**config.mk**
```make
export PLATFORM = sky130hd
export DESIGN_NAME = sym_clkdiv
export DESIGN_NICKNAME = d
export VERILOG_FILES = /design/src/rtl/sym_clkdiv_pkg.sv /design/src/rtl/sym_clkdiv_cfg.sv /design/src/rtl/sym_clkdiv_phase.sv /design/src/rtl/sym_clkdiv_bits.sv /design/src/rtl/sym_clkdiv.sv
export SDC_FILE = /design/constraint.sdc
export NUM_CORES = 1
export LEC_CHECK = 0
export BUFFER_PORTS_ARGS = -buffer_cell sky130_fd_sc_hd__buf_2
export CAP_MARGIN = 10
export CORE_UTILIZATION = 56
export DETAILED_ROUTE_END_ITERATION = 6
export PLACE_DENSITY_LB_ADDON = 0.08
export SYNTH_ARGS = -nofsm -noshare
export SYNTH_HDL_FRONTEND = slang
export SYNTH_SLANG_ARGS = --single-unit
```
**constraint.sdc**
```tcl
create_clock -name clk_i -period 6.89 [get_ports clk_i]
set_clock_uncertainty 0.15 [all_clocks]
set_input_delay 1.0335 -clock clk_i [delete_from_list [all_inputs] [get_ports clk_i]]
set_output_delay 1.0335 -clock clk_i [all_outputs]
set_load 0.005 [all_outputs]
```
**src/rtl/sym_clkdiv_pkg.sv**
```systemverilog
package sym_clkdiv_pkg;
   typedef enum logic {
      ORDER_MSB_FIRST = 1'b0,
      ORDER_LSB_FIRST = 1'b1
   } ser_order_e;

   function automatic int unsigned phase_bits(input int unsigned s_min, input int unsigned cfg_w);
      return $clog2(s_min + (32'd1 << cfg_w));
   endfunction
endpackage

```
**src/rtl/sym_clkdiv_cfg.sv**
```systemverilog
module sym_clkdiv_cfg #(
   parameter int CFG_W = 20,
   parameter int S_MIN = 8,
   parameter int PH_W  = 21
) (
   input  logic [CFG_W-1:0] cfg_i,
   output logic [PH_W-1:0]  s_o,
   output logic [PH_W-1:0]  h_o
);
   logic [PH_W:0] s_plus1;

   always_comb begin
      s_o     = PH_W'(S_MIN) + PH_W'(cfg_i);
      s_plus1 = {1'b0, s_o} + (PH_W+1)'(1);
      h_o     = s_plus1[PH_W:1];
   end
endmodule

```
**src/rtl/sym_clkdiv_phase.sv**
```systemverilog
module sym_clkdiv_phase #(
   parameter int SYM_W = 8,
   parameter int S_MIN = 8,
   parameter int PH_W  = 21,
   parameter int IDX_W = 3
) (
   input  logic             clk_i,
   input  logic             srst_i,
   input  logic [PH_W-1:0]  s_new_i,
   input  logic [PH_W-1:0]  h_new_i,
   output logic [PH_W-1:0]  ph_o,
   output logic [PH_W-1:0]  h_act_o,
   output logic             start_here_o,
   output logic [IDX_W-1:0] start_idx_o
);
   logic [PH_W-1:0] ph_q, s_act_q, h_act_q, ph_nxt, diff;
   logic [PH_W:0]   sum, tail;
   logic            mid_wrap, at_zero;

   always_comb begin
      at_zero      = (ph_q == '0);
      sum          = {1'b0, ph_q} + (PH_W+1)'(SYM_W);
      mid_wrap     = sum > {1'b0, s_act_q};
      start_here_o = at_zero || mid_wrap;
      diff         = s_act_q - ph_q;
      start_idx_o  = at_zero ? '0 : diff[IDX_W-1:0];
      tail         = (PH_W+1)'(SYM_W) - (PH_W+1)'(start_idx_o);
      if (start_here_o)
         ph_nxt = (tail == {1'b0, s_new_i}) ? '0 : tail[PH_W-1:0];
      else
         ph_nxt = (sum == {1'b0, s_act_q}) ? '0 : sum[PH_W-1:0];
   end

   always_ff @(posedge clk_i) begin
      if (srst_i) begin
         ph_q    <= '0;
         s_act_q <= PH_W'(S_MIN);
         h_act_q <= PH_W'((S_MIN + 1) / 2);
      end else begin
         ph_q <= ph_nxt;
         if (start_here_o) begin
            s_act_q <= s_new_i;
            h_act_q <= h_new_i;
         end
      end
   end

   assign ph_o    = ph_q;
   assign h_act_o = h_act_q;

   AST_PH_RANGE: assert property (@(posedge clk_i) disable iff (srst_i)
      ph_q < s_act_q);

   AST_CFG_HOLD: assert property (@(posedge clk_i) disable iff (srst_i)
      (!start_here_o && !$past(srst_i)) |=> $stable(s_act_q));
endmodule

```
**src/rtl/sym_clkdiv_bits.sv**
```systemverilog
module sym_clkdiv_bits #(
   parameter int SYM_W = 8,
   parameter int PH_W  = 21,
   parameter int IDX_W = 3
) (
   input  logic [PH_W-1:0]  ph_i,
   input  logic [PH_W-1:0]  h_act_i,
   input  logic [PH_W-1:0]  h_new_i,
   input  logic             start_here_i,
   input  logic [IDX_W-1:0] start_idx_i,
   output logic [SYM_W-1:0] word_o
);
   for (genvar i = 0; i < SYM_W; i++) begin : g_bit
      logic          in_new;
      logic [PH_W:0] pos_old;
      logic [PH_W-1:0] pos_new;
      always_comb begin
         in_new  = start_here_i && (IDX_W'(i) >= start_idx_i);
         pos_old = {1'b0, ph_i} + (PH_W+1)'(i);
         pos_new = PH_W'(i) - PH_W'(start_idx_i);
         word_o[i] = in_new ? (pos_new < h_new_i) : (pos_old < {1'b0, h_act_i});
      end
   end
endmodule

```
**src/rtl/sym_clkdiv.sv**
```systemverilog
module sym_clkdiv
   import sym_clkdiv_pkg::*;
#(
   parameter int         CFG_W = 20,
   parameter int         SYM_W = 8,
   parameter int         S_MIN = 8,
   parameter ser_order_e ORDER = ORDER_LSB_FIRST
) (
   input  logic                       clk_i,
   input  logic                       srst_i,
   input  logic [CFG_W-1:0]           div_cfg_i,
   output logic [SYM_W-1:0]           sym_o,
   output logic                       period_start_o,
   output logic [$clog2(SYM_W)-1:0]   start_pos_o
);
   localparam int PH_W  = phase_bits(S_MIN, CFG_W);
   localparam int IDX_W = $clog2(SYM_W);

   if (SYM_W < 2)       begin : g_chk_w   $error("SYM_W must be at least 2");          end
   if (SYM_W > S_MIN)   begin : g_chk_s   $error("S_MIN must not be below SYM_W");     end
   if (CFG_W > 24)      begin : g_chk_c   $error("CFG_W limited to 24 bits");          end

   logic [PH_W-1:0]  s_new, h_new, ph, h_act;
   logic             start_here;
   logic [IDX_W-1:0] start_idx;
   logic [SYM_W-1:0] word_d, word_q;
   logic             start_q;
   logic [IDX_W-1:0] idx_q;

   sym_clkdiv_cfg #(.CFG_W(CFG_W), .S_MIN(S_MIN), .PH_W(PH_W)) u_cfg (
      .cfg_i (div_cfg_i),
      .s_o   (s_new),
      .h_o   (h_new)
   );

   sym_clkdiv_phase #(.SYM_W(SYM_W), .S_MIN(S_MIN), .PH_W(PH_W), .IDX_W(IDX_W)) u_phase (
      .clk_i        (clk_i),
      .srst_i       (srst_i),
      .s_new_i      (s_new),
      .h_new_i      (h_new),
      .ph_o         (ph),
      .h_act_o      (h_act),
      .start_here_o (start_here),
      .start_idx_o  (start_idx)
   );

   sym_clkdiv_bits #(.SYM_W(SYM_W), .PH_W(PH_W), .IDX_W(IDX_W)) u_bits (
      .ph_i         (ph),
      .h_act_i      (h_act),
      .h_new_i      (h_new),
      .start_here_i (start_here),
      .start_idx_i  (start_idx),
      .word_o       (word_d)
   );

   always_ff @(posedge clk_i) begin
      if (srst_i) begin
         word_q  <= '0;
         start_q <= 1'b0;
         idx_q   <= '0;
      end else begin
         word_q  <= word_d;
         start_q <= start_here;
         idx_q   <= start_idx;
      end
   end

   if (ORDER == ORDER_LSB_FIRST) begin : g_lsb
      assign sym_o = word_q;
   end else begin : g_msb
      for (genvar j = 0; j < SYM_W; j++) begin : g_rev
         assign sym_o[j] = word_q[SYM_W-1-j];
      end
   end

   assign period_start_o = start_q;
   assign start_pos_o    = idx_q;

   AST_RST_START: assert property (@(posedge clk_i) disable iff (srst_i)
      $fell(srst_i) |=> (period_start_o && start_pos_o == '0 && word_q[0]));

   AST_FIRST_HIGH: assert property (@(posedge clk_i) disable iff (srst_i)
      period_start_o |-> word_q[start_pos_o]);

   AST_TAIL_LOW: assert property (@(posedge clk_i) disable iff (srst_i)
      (period_start_o && start_pos_o != '0) |-> !word_q[start_pos_o - 1'b1]);
endmodule

```
==> impl_metrics.ini <==
[run_status]
status = finished, final reports clean

[timing]
final_max_slew_viol_count = 0
fmax_mhz = 163.1
fin_crit_ps = 6132
hold_viol_final = 0
setup_viol = 0
rsz0062_at_grt = no
fin_tns_setup_ps = 0
tightest_slew_ps = 944.0
slew_headroom_pct = 36.49
period_share_pct = 89.00

[finish]
multiInputGateArea_mm2 = 0.009906
area_growth_pct = 6.741
nNetsFinal = 1827
drive_above_1_share_pct = 6.416
antenna_cells = 0
final_common_cell = ha_1
postLayoutCellArea_mm2 = 0.01272
seqCellArea_mm2 = 0.001501
final_cell_mix = ha_1 (266), nor2_1 (162), nand2_1 (110), a21oi_1 (99), xnor2_1 (90)
nFillCells = 1912

[yosys]
syn_avg_cell_area_um2 = 7.840
synth_top_flop_cell = dfxtp_1
netlist_area_mm2 = 0.01192
synth_edf_count = 0
ys_seq_elements = 75
ys_types = 88
ys_seq_area_share_pct = 12.60
synth-async-reset-ratio_pct = 0
yosysWarnings = 0
synthCells = 1520

[grt]
grt_pass1_wl_um = 60080
gr-total-overflow = 0
grt_pass1_vias = 10770
grt_start_max_net_pins = 56
antenna_found_initial = 0
grt_use_total_pct = 35.52

[detailed_routing]
drt_iter0_drc = 860
ant_nets = 0
routed_wl_um = 38120
vias_per_cell = 6.213
dr.pass1.iters = 5
wl_per_cell_um = 21.03
route.vias.total = 11260
drc = 0

[critical_path]
crit_type = reg2reg
cp.arrival_ps = 6220
crit_path_end_kind = flip-flop
reg2reg_slack_ps = 760
worstPathRequired_ps = 6970
cp-start-kind = flip-flop
r2r_start = u_phase.ph_o[4]
path_max_fanout = 27
startpoint = u_phase.ph_o[4]

[power]
p_total_uw = 4370
leakagePower_uw = 0.006278
peakVddDrop_mv = 0.3033
p_per_area_mw_per_mm2 = 343.6

[floorplan]
rows = 52
die_y_um = 147.9
die_area_mm2 = 0.02187
start_util_pct = 57.96
coreArea_mm2 = 0.02056
die_w_um = 147.9
num_io_pins = 34

[clock_network]
numCtsBuffers = 9
clkSinkCount = 75
clkTransAtPathRegs_ps = 60
post_cts_resized = 0
cts_setup_buffers = 0
cts_tree = yes
root_buffer = clkbuf_16
htreeDepth = 3
cts_hold_buffers = 0
cts.path.max_buffers = 2
clk_latency_ps = 340

[place]
finalWeightedCongestion = 0.9985
hpwl_um = 29850
portBuffers = 33
place_area_mm2 = 0.01241

[worst_hold_path]
hold_start = u_phase.s_act_q[20]
hp-class = reg2reg

[job]
maxCapViolCount = 0
==> sequential cells by signal, summed over array words and instances (netlist names) <==
signal,cells
sym_o,8
u_phase.h_act_o,21
start_pos_o,3
period_start_o,1
u_phase.s_act_q,21
u_phase.ph_o,21
==> per-stage QoR <==
step | hold slack (ps) | instances | setup WS [ps] | utilization, %
6_report | 304.6 | 1813 | 757.8 | 61.87
5_1_grt | 332.9 | 1813 | 264.1 | 61.87
4_1_cts | 305.4 | 1813 | 889.2 | 61.87
3_5_place_dp | 296.7 | 1797 | 939.6 | 60.36
3_3_place_gp | 290.7 | 1797 | 1142 | 60.36
2_1_floorplan | 281.9 | 1526 | 1574 | -
==> routing by layer <==
metal  vias to the layer above  share of wire (%)  track usage (%)
li1                       5487                  -                -
met1                      5236                 43            44.98
met2                       426                 45            58.70
met3                       115                5.5            3.765
met4                         0                5.6            20.10
met5                         -                  0                0
==> cells by family after synthesis <==
kind of cell             Yosys count  synth area share, %
AO/OA/AOI/OAI                    333                18.64
XOR/XNOR                         181                13.80
adder cells (fa/ha/maj)          269                28.27
buffers and inverters            138                4.525
flip-flops                        75                12.60
multiplexers                       4               0.3360
other                              1              0.03147
AND/OR/NAND/NOR                  519                21.81
==> path summary, 6_finish.rpt <==
kind / depth (start not counted) / to
worst max-delay path: 17 / u_phase.ph_o[3]
worst min-delay path: 2 / u_phase.s_act_q[20]
worst max register to register: 17 / u_phase.ph_o[3]
worst min register to register: 2 / u_phase.s_act_q[20]
==> layout make-up <==
cell class,instances,area share (%)
multi-input combinational,1313,77.88
clock buffer,10,1.879
timing repair buffer,60,2.892
inverter,79,2.331
sequential,75,11.80
tap,270,2.656
clock inverter,6,0.5607
==> cells in the mapped netlist (13+ instances only) <==
| library cell | count | area (um2) |
|---|---|---|
| a211oi_1 | 26 | 195.2 |
| a21o_1 | 55 | 412.9 |
| a21oi_1 | 99 | 495.5 |
| and2_1 | 13 | 81.33 |
| and3_1 | 17 | 106.4 |
| buf_2 | 14 | 70.07 |
| clkbuf_1 | 32 | 120.1 |
| dfxtp_1 | 75 | 1501 |
| ha_1 | 266 | 3328 |
| inv_1 | 77 | 289.0 |
| nand2_1 | 110 | 412.9 |
| nand3_1 | 50 | 250.2 |
| nand4_1 | 33 | 206.5 |
| nor2_1 | 163 | 611.8 |
| nor2b_1 | 30 | 187.7 |
| nor3_1 | 17 | 85.08 |
| nor4_1 | 16 | 100.1 |
| o21ai_0 | 45 | 225.2 |
| xnor2_1 | 90 | 788.3 |
| xor2_1 | 87 | 762.0 |
==> worst max-delay path: stages, from the launching register on <==
cell and delay [ps]:
dfxtp_1 700, ha_1 530, nand3_1 240, or2_2 440, or3_1 500, nor2_1 280
nand3_1 310, xnor2_1 270, ha_1 330, nand2_1 70, nor3_1 260, nand4_1 130
nor4_1 310, o21ai_0 250, nor2_4 560, nor2_1 280, and2_1 240, a22o_1 180
==> where the power goes <==
part | leakage [uW] | total, uW | switching (uW) | internal [uW]
logic | 0.00551 | 3220 | 2010 | 1210
clock network | 0.000146 | 495 | 201 | 294
registers | 0.000617 | 650 | 78.0 | 572
(Power assumes the default switching activity.)
